File: config.mk
export PLATFORM = sky130hd
export DESIGN_NAME = lifo_stack_engine
export DESIGN_NICKNAME = d
export VERILOG_FILES = /design/src/rtl/lifo_pkg.sv /design/src/rtl/lifo_decode.sv /design/src/rtl/lifo_ptr.sv /design/src/rtl/lifo_alu.sv /design/src/rtl/lifo_store.sv /design/src/rtl/lifo_stack_engine.sv
export SDC_FILE = /design/constraint.sdc
export NUM_CORES = 1
export LEC_CHECK = 0
export CAP_MARGIN = 10
export CORE_AREA = 2 2 203 205
export DETAILED_ROUTE_END_ITERATION = 10
export DIE_AREA = 0 0 205 207
export HOLD_SLACK_MARGIN = 0.05
export PLACE_DENSITY_LB_ADDON = 0.05
export SYNTH_ARGS = -nofsm -noshare
export SYNTH_HDL_FRONTEND = slang
export SYNTH_SLANG_ARGS = --single-unit
export TNS_END_PERCENT = 50
File: constraint.sdc
create_clock -name clk -period 23.9 [get_ports clk]
set_clock_uncertainty 0.05 [all_clocks]
set_input_delay 4.78 -clock clk [delete_from_list [all_inputs] [get_ports clk]]
set_output_delay 4.78 -clock clk [all_outputs]
set_load 0.005 [all_outputs]
File: src/rtl/lifo_pkg.sv
package lifo_pkg;

    localparam int unsigned STK_DEPTH = 11;
    localparam int unsigned STK_WIDTH = 16;

    typedef enum logic [2:0] {
        OP_IDLE = 3'd0,
        OP_PUSH = 3'd1,
        OP_POP  = 3'd2,
        OP_ADD  = 3'd3,
        OP_MUL  = 3'd4
    } stk_op_e;

    // One decoded command for the current cycle.
    typedef struct packed {
        logic push;
        logic pop;
        logic fold;      // binary arithmetic accepted
        logic fold_mul;  // 1: multiply, 0: add
        logic reject;    // command refused
    } stk_step_t;

    function automatic int unsigned ptr_bits(input int unsigned depth);
        return $clog2(depth + 1);
    endfunction

endpackage

File: src/rtl/lifo_decode.sv
module lifo_decode
    import lifo_pkg::*;
#(
    parameter int unsigned DEPTH = STK_DEPTH,
    parameter int unsigned PTR_W = ptr_bits(STK_DEPTH)
) (
    input  logic [2:0]       op_i,
    input  logic [PTR_W-1:0] sp_i,
    output stk_step_t        step_o
);
    localparam logic [PTR_W-1:0] SP_BOTTOM = PTR_W'(DEPTH);
    localparam logic [PTR_W-1:0] SP_TWO    = PTR_W'(DEPTH - 2);

    logic is_full;
    logic is_empty;
    logic has_two;

    assign is_full  = (sp_i == '0);
    assign is_empty = (sp_i == SP_BOTTOM);
    assign has_two  = (sp_i <= SP_TWO);

    always_comb begin
        step_o = '0;
        case (op_i)
            OP_PUSH: begin
                step_o.push   = !is_full;
                step_o.reject = is_full;
            end
            OP_POP: begin
                step_o.pop    = !is_empty;
                step_o.reject = is_empty;
            end
            OP_ADD, OP_MUL: begin
                step_o.fold     = has_two;
                step_o.fold_mul = (op_i == OP_MUL);
                step_o.reject   = !has_two;
            end
            default: step_o = '0;
        endcase
    end
endmodule

File: src/rtl/lifo_ptr.sv
module lifo_ptr
    import lifo_pkg::*;
#(
    parameter int unsigned DEPTH = STK_DEPTH,
    parameter int unsigned PTR_W = ptr_bits(STK_DEPTH)
) (
    input  logic             clk,
    input  logic             rst,
    input  stk_step_t        step_i,
    output logic [PTR_W-1:0] sp_o,
    output logic             full_o,
    output logic             empty_o,
    output logic             err_o
);
    localparam logic [PTR_W-1:0] SP_BOTTOM = PTR_W'(DEPTH);
    localparam logic [PTR_W-1:0] ONE       = PTR_W'(1);

    logic [PTR_W-1:0] sp_nxt;

    always_comb begin
        if (step_i.push)
            sp_nxt = sp_o - ONE;
        else if (step_i.pop || step_i.fold)
            sp_nxt = sp_o + ONE;
        else
            sp_nxt = sp_o;
    end

    always_ff @(posedge clk) begin
        if (rst) begin
            sp_o    <= SP_BOTTOM;
            full_o  <= 1'b0;
            empty_o <= 1'b1;
            err_o   <= 1'b0;
        end else begin
            sp_o  <= sp_nxt;
            err_o <= step_i.reject;
            if (step_i.push) begin
                full_o  <= (sp_nxt == '0);
                empty_o <= 1'b0;
            end else if (step_i.pop || step_i.fold) begin
                full_o  <= 1'b0;
                empty_o <= (sp_nxt == SP_BOTTOM);
            end
        end
    end
endmodule

File: src/rtl/lifo_alu.sv
module lifo_alu
    import lifo_pkg::*;
#(
    parameter int unsigned WIDTH = STK_WIDTH
) (
    input  logic [WIDTH-1:0] top_i,
    input  logic [WIDTH-1:0] next_i,
    input  logic             mul_i,
    output logic [WIDTH-1:0] res_o
);
    logic [WIDTH-1:0] sum;
    logic [WIDTH-1:0] prod;

    assign sum   = next_i + top_i;
    assign prod  = next_i * top_i;
    assign res_o = mul_i ? prod : sum;
endmodule

File: src/rtl/lifo_store.sv
module lifo_store
    import lifo_pkg::*;
#(
    parameter int unsigned DEPTH = STK_DEPTH,
    parameter int unsigned WIDTH = STK_WIDTH,
    parameter int unsigned PTR_W = ptr_bits(STK_DEPTH)
) (
    input  logic             clk,
    input  logic             rst,
    input  stk_step_t        step_i,
    input  logic [PTR_W-1:0] sp_i,
    input  logic [WIDTH-1:0] din_i,
    input  logic [WIDTH-1:0] fold_res_i,
    output logic [WIDTH-1:0] top_o,
    output logic [WIDTH-1:0] next_o,
    output logic [WIDTH-1:0] dout_o
);
    localparam logic [PTR_W-1:0] SP_BOTTOM = PTR_W'(DEPTH);
    localparam logic [PTR_W-1:0] ONE       = PTR_W'(1);

    logic [WIDTH-1:0] mem [DEPTH];
    logic [PTR_W-1:0] sp_plus;
    logic [PTR_W-1:0] top_idx;
    logic [PTR_W-1:0] next_idx;
    logic [PTR_W-1:0] wr_idx;
    logic [WIDTH-1:0] wr_data;
    logic             wr_en;
    logic [DEPTH-1:0] wr_hit;

    assign sp_plus  = sp_i + ONE;
    // Clamp read addresses into the array when the pointer rests past it.
    assign top_idx  = (sp_i < SP_BOTTOM) ? sp_i : '0;
    assign next_idx = (sp_plus < SP_BOTTOM) ? sp_plus : '0;
    assign top_o    = mem[top_idx];
    assign next_o   = mem[next_idx];

    // Push writes below the current top; a fold overwrites the second entry.
    assign wr_en   = step_i.push || step_i.fold;
    assign wr_idx  = step_i.push ? (sp_i - ONE) : sp_plus;
    assign wr_data = step_i.push ? din_i : fold_res_i;

    for (genvar g = 0; g < DEPTH; g++) begin : g_sel
        assign wr_hit[g] = wr_en && (wr_idx == PTR_W'(g));
    end

    always_ff @(posedge clk) begin
        if (rst) begin
            for (int i = 0; i < DEPTH; i++)
                mem[i] <= '0;
            dout_o <= '0;
        end else begin
            for (int i = 0; i < DEPTH; i++)
                if (wr_hit[i])
                    mem[i] <= wr_data;
            if (step_i.pop)
                dout_o <= top_o;
        end
    end
endmodule

File: src/rtl/lifo_stack_engine.sv
module lifo_stack_engine
    import lifo_pkg::*;
#(
    parameter int unsigned DEPTH = STK_DEPTH,
    parameter int unsigned WIDTH = STK_WIDTH
) (
    input  logic                            clk,
    input  logic                            rst,
    input  logic [2:0]                      op_i,
    input  logic [WIDTH-1:0]                din_i,
    output logic [WIDTH-1:0]                dout_o,
    output logic [$clog2(DEPTH+1)-1:0]      sp_o,
    output logic                            full_o,
    output logic                            empty_o,
    output logic                            err_o
);
    localparam int unsigned PTR_W = $clog2(DEPTH + 1);

    stk_step_t        step;
    logic [WIDTH-1:0] top_word;
    logic [WIDTH-1:0] next_word;
    logic [WIDTH-1:0] fold_res;

    lifo_decode #(.DEPTH(DEPTH), .PTR_W(PTR_W)) decode_i (
        .op_i   (op_i),
        .sp_i   (sp_o),
        .step_o (step)
    );

    lifo_ptr #(.DEPTH(DEPTH), .PTR_W(PTR_W)) ptr_i (
        .clk     (clk),
        .rst     (rst),
        .step_i  (step),
        .sp_o    (sp_o),
        .full_o  (full_o),
        .empty_o (empty_o),
        .err_o   (err_o)
    );

    lifo_alu #(.WIDTH(WIDTH)) alu_i (
        .top_i  (top_word),
        .next_i (next_word),
        .mul_i  (step.fold_mul),
        .res_o  (fold_res)
    );

    lifo_store #(.DEPTH(DEPTH), .WIDTH(WIDTH), .PTR_W(PTR_W)) store_i (
        .clk        (clk),
        .rst        (rst),
        .step_i     (step),
        .sp_i       (sp_o),
        .din_i      (din_i),
        .fold_res_i (fold_res),
        .top_o      (top_word),
        .next_o     (next_word),
        .dout_o     (dout_o)
    );
endmodule

==> reports/summary.txt, run 1 <==
CP Max Fanout: 63
Synth cell types: 88
Cell Area, Placed: 16800 sq um
GR Util met1: 0.403
Critical Path Start: ptr_i.sp_o[0]
Final Power: 2.47 mW
DRT iter0 DRCs: 1527
global routing usage on met3: 0.0334
Vias: 13100
hold_buf cts: 0
die area: 42400 sq um
leakage power: 6.94 nW
Post-synth EDFFs: 176
Initial Utilization: 0.393
std cell rows: 74
largest net degree at the start of global routing: 64
CTS tree: done
GRT overflow: 0
CTS clock-pin slew for the worst setup and hold paths: 80 ps
Max Root-Sink Buffers: 2
Mapped Cells: 1717
Setup WS pre-CTS: 13100 ps
Worst Hold Class: reg2reg
setup ws final: 12970 ps
worst r2r src: ptr_i.sp_o[0]
critical path capture point type: register
drt drc: 0
first-pass GRT wire length: 88500 um
core area: 40400 sq um
clk sink count: 199
Placed Cells: 2224
I/O pin total: 44
Post-Syn Area: 15900 sq um
outcome: complete, no violations
Worst Tran Pin Value: 1220 ps
post-route cell area: 17300 sq um
Fmax achieved: 0.0915 GHz
number of port buffers: 43
CTS resizes: 0
Ys Warns: 0
Min Hold Slack: 415 ps
Power Density: 143 nW/um^2
initial antenna violation count: 0
min Tclk post-route: 10930 ps
# Post-CTS Setup Buffers: 0
most frequent cell after synthesis: nor2_1
CTS H-Tree Depth: 4
most instantiated cells after synthesis: nor2_1, nand2_1, edfxtp_1
RSZ-0062 raised after global routing: false
Worst R2R Path Depth: 27
CP Class: reg2reg
final setup vio count: 0
Max Slew Vio Count: 0
DR WL/cell: 26.5 um
vias per cell: 5.79
post-layout util: 0.430
busiest grt layer: met2
antenna viol nets, final: 0
Detailed Routing Iterations Pass 1: 6
Die Span Y: 207 um
Avg Synthesized Cell Area: 9.24 sq um
final-report hold violation count: 0
Max-Slew Margin vs Limit: 0.186
Final Cycle Share: 0.457
Layout area overhead: 9.31%
maximum VDD drop: 167 uV
Synth area leader: edfxtp_1
gpl congestion: 0.912
Setup crit end: store_i.mem[0][15]
Syn Nets: 1887
vias in the first global route: 12900
Arr. time, crit path: 11100 ps
root buf cell: clkbuf_16
layout cell share with drive strength beyond 1: 0.0847
setup TNS: 0 ps
FF-to-FF End: store_i.mem[0][15]
DP HPWL: 42900 um
ys flop type: edfxtp_1
Worst setup SP type: register
die width: 205 um
Total Wirelength: 59700 um
Max-Cap Viols: 0
synth top area cells: edfxtp_1, fa_1, nor2_1
Worst R2R Setup Slack: 12970 ps
clock latency on the worst-skew pair: 470 ps
CTS buffer count: 17
Antenna Cells: 0
Synth top area share: 0.333
Layout Nets: 1881
Layout Cells excl Fill: 2256
async set-or-reset flop fraction in the synthesized netlist: 0
synthesized flop and latch total: 199
Req. time, crit path: 24060 ps
register area share after synthesis: 0.362
routing usage on met2: 0.455
GR Util All Layers: 0.287
[power breakdown]
part / switching, mW / total [mW] / internal (mW)
clock network: 0.146 / 0.289 / 0.142
logic: 1.02 / 1.76 / 0.745
registers: 0.0158 / 0.421 / 0.406
total: 1.18 / 2.47 / 1.29
[cell families (layout without fill, tap and decap cells)]
kind of cell / Yosys count / count (layout) / share of synthesized area
muxes: 68 / 68 / 0.0439
and+or+nand+nor: 641 / 641 / 0.177
AOI/OAI and AO/OA: 331 / 331 / 0.152
xor gates and xnor gates: 57 / 57 / 0.0364
buffers and inverters: 272 / 279 / 0.0723
adders and majority gates: 149 / 149 / 0.156
DFF: 199 / 199 / 0.362
[metal layers]
metal	share of wire	wire length [um]
met1	0.44	26200
met2	0.47	27800
met4	0.030	1810
met3	0.066	3930
met5	0	0
[state kept, by name, summed over array words and instances, names as in the netlist]
register and cells:
ptr_i.empty_o 1, ptr_i.err_o 1, ptr_i.full_o 1, ptr_i.sp_o 4
store_i.dout_o 16, store_i.mem 176
[cell type report]
class	instances	area, sq um
well taps	532	666
inverters	159	597
clock inverters	14	115
flip-flops and latches	199	5750
multi-input cells	1246	9000
fillers	4055	23000
repair buffers	88	768
clock buffers	18	450
[worst max-delay path, cell delays in order (launching register included)]
cell,delay (ps)
dfxtp_2,550
buf_4,690
ha_1,780
o21ai_2,310
nand2_2,840
a31oi_1,230
a211oi_2,790
clkinv_1,700
and2_1,360
fa_1,530
inv_1,60
fa_1,530
inv_1,50
fa_1,480
fa_1,550
inv_1,50
fa_1,460
fa_1,400
xnor2_1,210
xnor2_1,160
xnor2_1,170
xnor2_1,190
xnor2_2,150
xnor2_1,150
xnor3_1,440
xnor3_1,290
o22a_2,400
nor2_1,70
[cell usage in the layout (no fill, tap or decap), types with 5 or more instances in the layout]
cell             Yosys  layout
a211oi_1            37      36
a211oi_2             5       6
a21o_1              12      12
a21oi_1             67      67
a221o_1             11      11
a221oi_1            19      19
a311oi_1             5       5
a31oi_1             17      17
and2_1              33      33
and3_1              11      11
buf_4               12      45
clkbuf_16            0      18
clkdlybuf4s50_1      0      43
clkinv_1             5       5
clkinv_4             0       5
dfxtp_1             23      21
edfxtp_1           176     176
fa_1                81      81
ha_1                68      68
inv_1              151     152
mux2_2              13      13
mux2i_1             55      55
nand2_1            224     224
nand2b_1             8       8
nand3_1             34      34
nor2_1             237     236
nor2_2              11      11
nor2b_1             21      21
nor3_1              40      40
o211ai_1            30      30
o21a_1               5       5
o21ai_0             45      45
o21bai_1            11      11
o22ai_1              8       8
xnor2_1             40      40
xor2_1              10      10
[how the worst min path moves through the flow]
stage,slack [ps],cells past startpoint,start,to
3_5_place_dp,400,2,store_i.dout_o[3],store_i.dout_o[3]
2_1_floorplan,400,2,store_i.dout_o[12],store_i.dout_o[12]
4_1_cts,420,2,store_i.dout_o[3],store_i.dout_o[3]
3_3_place_gp,400,2,store_i.dout_o[3],store_i.dout_o[3]
5_1_grt,440,2,store_i.dout_o[3],store_i.dout_o[3]
6_report,410,2,store_i.dout_o[12],store_i.dout_o[12]
Note: power is estimated with default switching activity, not from simulation.
==> inputs of run 2 (changes only) <==
==> constraint.sdc (replaced) <==
create_clock -name clk -period 8.9 [get_ports clk]
set_clock_uncertainty 0.05 [all_clocks]
set_input_delay 1.78 -clock clk [delete_from_list [all_inputs] [get_ports clk]]
set_output_delay 1.78 -clock clk [all_outputs]
set_load 0.005 [all_outputs]
==> run 2 against run 1 <==
Effect of this change: setup slack got worse by 13000 ps; critical endpoint unchanged; critical path type unchanged; flip-flop and latch count is the same; die area stayed put; sequential share of layout area shrank 0.91 points; highest routed layer unchanged; largest power group unchanged; count of clock-buffer cells in the layout down 1; clock power grew to 2.8 times the previous value; combinational power rose to 2.7 times the previous value; critical path depth unchanged; utilization increased by 1.2 points.
==> reports/summary.txt, run 2 (synthesized netlist as in run 1, its figures left out) <==
Top reg by flops: store_i.mem
commonest non-fill, non-tap cell in the layout: nor2_1
Worst Tran Pin Value: 1220 ps (+1.02 ps)
leakage power: 7.21 nW (+3.9%)
first-pass GRT wire length: 91500 um (+3.4%)
die width: 205 um (unchanged)
min Tclk post-route: 8540 ps (-2390 ps)
CP Max Fanout: 11 (-83%)
GR Util All Layers: 0.298 (+0.0110)
outcome: complete, no violations
worst r2r src: ptr_i.sp_o[2]
initial antenna violation count: 0 (unchanged)
FF-to-FF End: store_i.mem[0][15]
DR WL/cell: 26.9 um (+1.6%)
clk sink count: 199 (unchanged)
number of port buffers: 43 (unchanged)
Detailed Routing Iterations Pass 1: 6 (unchanged)
Layout area overhead: 12.4%
vias in the first global route: 13100 (+1.7%)
filler instances: 4006 (-1.2%)
die area: 42400 sq um (unchanged)
most frequent cells in the layout: nor2_1, nand2_1, edfxtp_1
final-report hold violation count: 0 (unchanged)
CTS tree: done
final setup vio count: 0 (unchanged)
Setup crit end: store_i.mem[0][15]
Die Span Y: 207 um (unchanged)
RSZ-0062 raised after global routing: false
CTS buffer count: 17 (unchanged)
drt drc: 0 (unchanged)
root buf cell: clkbuf_16
Arr. time, crit path: 8690 ps (-2410 ps)
Placed Cells: 2272 (+2.2%)
CP Class: reg2reg
setup TNS: 0 ps (unchanged)
largest net degree at the start of global routing: 44 (-31%)
CTS H-Tree Depth: 4 (unchanged)
Max Slew Vio Count: 0 (unchanged)
post-route cell area: 17800 sq um (+2.9%)
Max-Cap Viols: 0 (unchanged)
setup ws final: 359 ps (-12610 ps)
Fmax achieved: 0.117 GHz (+28%)
std cell rows: 74 (unchanged)
Crit-path slowest cell: fa_1
Layout Nets: 1929 (+2.6%)
DRT iter0 DRCs: 1337 (-12%)
Worst R2R Setup Slack: 360 ps (-12610 ps)
Worst Hold Class: reg2reg
core area: 40400 sq um (unchanged)
Initial Utilization: 0.393 (unchanged)
GRT overflow: 0 (unchanged)
Largest stage delay, worst path: 560 ps (-280 ps)
Final Power: 6.69 mW (+170%)
Antenna Cells: 0 (unchanged)
Layout Cells excl Fill: 2304 (+2.1%)
Power Density: 375 nW/um^2 (+160%)
gpl congestion: 0.929 (+1.8%)
layout cell share with drive strength beyond 1: 0.112 (+0.0276)
vias per cell: 5.74 (-0.77%)
CTS clock-pin slew for the worst setup and hold paths: 80 ps (about the same)
Setup WS pre-CTS: -298 ps (-13400 ps)
I/O pin total: 44 (unchanged)
Max-Slew Margin vs Limit: 0.187 (+0.000617)
Total Wirelength: 62000 um (+3.8%)
Worst R2R Path Depth: 27 (unchanged)
Cell Area, Placed: 17200 sq um (+2.6%)
Hold Path Origin: store_i.dout_o[12]
Max Root-Sink Buffers: 2 (unchanged)
Worst setup SP type: register
Req. time, crit path: 9050 ps (-15010 ps)
antenna viol nets, final: 0 (unchanged)
DP HPWL: 45800 um (+6.8%)
Crit path top cell by count: fa_1
Final Cycle Share: 0.960 (+0.502)
largest registers: store_i.mem: 176 flops, store_i.dout_o: 16 flops, ptr_i.sp_o: 4 flops
Critical Path Start: ptr_i.sp_o[2]
critical path capture point type: register
clock latency on the worst-skew pair: 480 ps (about the same)
Vias: 13200 (+1.3%)
max reg flops: 176 (unchanged)
maximum VDD drop: 485 uV (+190%)
-- run 2: cell count changes in the layout (fill, tap and decap cells not counted), sizes merged --
| cell | before | now |
|---|---|---|
| buf | 45 | 93 |
| bufinv | 0 | 1 |
| clkbuf | 18 | 17 |
| clkinv | 12 | 14 |
| inv | 161 | 159 |
-- run 2: stage by stage --
| stage | hold WS [ps] | utilization |
|---|---|---|
| 3_5_place_dp | 401 | 0.426 |
| 2_1_floorplan | 403 | - |
| 4_1_cts | 414 | 0.441 |
| 5_1_grt | 432 | 0.442 |
| 3_3_place_gp | 398 | 0.426 |
| 6_report | 411 | 0.442 |
-- run 2: where the power goes --
part	switching, mW	internal, mW
Combinational	2.69	2.05
Clock	0.413	0.399
Sequential	0.0436	1.09
Total	3.15	3.54
-- run 2: what timing repair did --
action,in CTS,in global routing
hold buffers,0,0
resized for setup,2,8
buffers inserted,0,0
setup endpoints to repair,11,11
-- run 2: worst min path at each step --
stage / cells past startpoint / endpoint
3_5_place_dp: 2 / store_i.dout_o[9]
4_1_cts: 2 / store_i.dout_o[3]
5_1_grt: 2 / store_i.dout_o[12]
6_report: 2 / store_i.dout_o[12]
3_3_place_gp: 2 / store_i.dout_o[9]
2_1_floorplan: 2 / store_i.dout_o[12]
-- run 2: metal layers --
metal  wire, um  share of wire  GRT usage  vias up
met4       1580          0.025     0.0905        0
met3       3230          0.052     0.0299       77
met5          0              0          0        -
met2      29500           0.48      0.487      483
met1      27700           0.45      0.418     6677
li1           -              -          -     5992
-- run 2: cell type report --
| cell class | instances | area (sq um) | area share |
|---|---|---|---|
| Clock inverter | 15 | 168 | 0.00940 |
| Timing Repair Buffer | 136 | 1210 | 0.0677 |
| Tap cell | 532 | 666 | 0.0373 |
| Sequential cell | 199 | 5750 | 0.322 |
| Inverter | 159 | 597 | 0.0335 |
| Clock buffer | 17 | 425 | 0.0239 |
| Multi-Input combinational cell | 1246 | 9020 | 0.506 |
-- run 2: critical path: cells and delay by family (launching register included) --
kind	cells	cell delay (ps)
buffers and inverters	8	1270
XOR/XNOR	1	400
AO/OA/AOI/OAI	5	1710
adder cells (fa/ha/maj)	7	3110
flip-flops	1	510
AND/OR/NAND/NOR	6	1170
==> inputs of run 3 (changes only) <==
==> constraint.sdc (replaced) <==
create_clock -name clk -period 8.47 [get_ports clk]
set_clock_uncertainty 0.05 [all_clocks]
set_input_delay 1.694 -clock clk [delete_from_list [all_inputs] [get_ports clk]]
set_output_delay 1.694 -clock clk [all_outputs]
set_load 0.005 [all_outputs]
==> run 3 against run 2 <==
Effect of this change: sequential share of layout area down 0.72 points; critical endpoint is now store_i.mem[6][15]; global-route usage down 0.67 points; utilization up 1.0 points; non-clock buffer count up 40; count of clock-buffer cells in the layout up 2; clock power up 14%; sequential power up 5%; first-iteration DRC count down 6.7%; design area up 2.3%; critical path depth up 5; flip-flop and latch count unchanged.
==> reports/summary.txt, run 3 (synthesized netlist as in run 1, its figures left out) <==
CP Class: reg2reg
post-route cell area: 18300 sq um (+2.3%)
post-layout util: 0.452 (+0.0103)
critical path capture point type: register
Total Wirelength: 60900 um (-1.8%)
Max Slew Vio Count: 0 (unchanged)
layout cell share with drive strength beyond 1: 0.134 (+0.0218)
die width: 205 um (unchanged)
antenna viol nets, final: 0 (unchanged)
commonest non-fill, non-tap cell in the layout: nor2_1
busiest grt layer: met2
FF-to-FF End: store_i.mem[6][15]
GR Util met1: 0.393 (-0.0248)
hold_buf cts: 0 (unchanged)
clock latency on the worst-skew pair: 460 ps (-20 ps)
largest net degree at the start of global routing: 53 (+20%)
DRT iter0 DRCs: 1248 (-6.7%)
first-pass GRT wire length: 89600 um (-2.1%)
CTS tree: done
Layout Nets: 1969 (+2.1%)
final-report hold violation count: 0 (unchanged)
Layout area overhead: 15.1%
CTS H-Tree Depth: 4 (unchanged)
Max-Cap Viols: 0 (unchanged)
core area: 40400 sq um (unchanged)
setup ws final: 282 ps (-76.9 ps)
maximum VDD drop: 389 uV (-20%)
Worst R2R Path Depth: 32 (+19%)
Largest stage delay, worst path: 520 ps (-40 ps)
Arr. time, crit path: 8460 ps (-230 ps)
crit-path leading delay family: adder cells
max reg flops: 176 (unchanged)
Cell Area, Placed: 17600 sq um (+2.0%)
DR WL/cell: 26.0 um (-3.5%)
Req. time, crit path: 8740 ps (-310 ps)
Worst setup SP type: register
Initial Utilization: 0.393 (unchanged)
Worst Tran Pin Value: 1090 ps (-123 ps)
Top reg by flops: store_i.mem
Vias: 13200 (-0.053%)
min Tclk post-route: 8190 ps (-353 ps)
Power Density: 404 nW/um^2 (+7.7%)
Max-Slew Margin vs Limit: 0.270 (+0.0826)
CTS buffer count: 17 (unchanged)
worst r2r src: ptr_i.sp_o[1]
Setup WS pre-CTS: 252 ps (+550 ps)
Final Power: 7.37 mW (+10%)
CTS clock-pin slew for the worst setup and hold paths: 80 ps (about the same)
GRT overflow: 0 (unchanged)
std cell rows: 74 (unchanged)
DP HPWL: 45700 um (-0.26%)
routing usage on met2: 0.478 (-0.00897)
Worst R2R Setup Slack: 280 ps (-80 ps)
Fmax achieved: 0.122 GHz (+4.3%)
Detailed Routing Iterations Pass 1: 6 (unchanged)
Worst Path Buf+Inv: 8 (unchanged)
drt drc: 0 (unchanged)
Die Span Y: 207 um (unchanged)
most frequent cells in the layout: nor2_1, nand2_1, edfxtp_1
vias per cell: 5.64 (-1.8%)
filler instances: 3957 (-1.2%)
root buf cell: clkbuf_16
Layout Cells excl Fill: 2344 (+1.7%)
die area: 42400 sq um (unchanged)
outcome: complete, no violations
Hold Path Stages: 2 (unchanged)
leakage power: 7.45 nW (+3.3%)
initial antenna violation count: 0 (unchanged)
Antenna Cells: 0 (unchanged)
largest registers: store_i.mem: 176 flops, store_i.dout_o: 16 flops, ptr_i.sp_o: 4 flops
Worst Hold Class: reg2reg
I/O pin total: 44 (unchanged)
number of port buffers: 43 (unchanged)
CP Max Fanout: 24 (+13)
clk sink count: 199 (unchanged)
GR Util All Layers: 0.291 (-0.00670)
global routing usage on met3: 0.0354 (+0.00551)
vias in the first global route: 13200 (+0.65%)
Crit-path slowest cell: fa_1
Hold Path Origin: store_i.dout_o[9]
Placed Cells: 2309 (+1.6%)
Crit path top cell by count: fa_1
hold worst-path end: store_i.dout_o[9]
Max Root-Sink Buffers: 2 (unchanged)
Final Cycle Share: 0.967 (+0.00703)
final setup vio count: 0 (unchanged)
gpl congestion: 0.921 (-0.86%)
## run 3: cell count changes in the layout (fill, tap and decap cells not counted), sizes merged
cell	previous run	this run
clkbuf	17	19
bufinv	1	4
inv	159	160
clkinv	14	7
clkinvlp	0	1
buf	93	133
## run 3: where the power goes
| part | internal (mW) | switching, mW | total (mW) |
|---|---|---|---|
| registers | 1.14 | 0.0439 | 1.19 |
| clock network | 0.514 | 0.410 | 0.924 |
| logic | 2.40 | 2.86 | 5.26 |
## run 3: final cells by class
cell class	count	area, sq um	area share
multi-input cells	1246	9020	0.494
flip-flops and latches	199	5750	0.315
clock buffers	19	443	0.0243
repair buffers	176	1570	0.0858
inverters	159	597	0.0327
well taps	532	666	0.0365
clock inverters	13	210	0.0115
## run 3: metal layers
metal	routed length (um)	share of wire
met4	2220	0.036
met5	0	0
met2	28800	0.47
met1	26300	0.43
met3	3490	0.057
## run 3: tightest hold or removal path: cells and delay by family, from the launching register on
family             cells  cell delay [ps]
AOI/OAI and AO/OA      1               50
DFF                    1              310
and+or+nand+nor        1               50
## run 3: worst max-delay path by stage
stage	startpoint	end	slack [ps]	depth (start not counted)
floorplan	ptr_i.sp_o[0]	store_i.mem[7][15]	20	36
global placement	ptr_i.sp_o[0]	store_i.mem[6][15]	290	34
detailed placement	ptr_i.sp_o[0]	store_i.mem[6][15]	250	34
CTS	ptr_i.sp_o[0]	store_i.mem[6][15]	210	27
global route	ptr_i.sp_o[1]	store_i.mem[0][15]	-2	33
finish	ptr_i.sp_o[1]	store_i.mem[6][15]	280	32
## run 3: what timing repair did
item                                    4_1_cts  5_1_grt
endpoints found under the setup margin        0       11
gates resized for setup                       0        9
buffers inserted                              0        3
## run 3: metrics by stage
stage / TNS [ps] / hold WS (ps)
detailed placement: 0 / 401
floorplan: 0 / 403
global placement: 0 / 403
CTS: 0 / 412
finish: 0 / 411
global route: -1.98 / 434
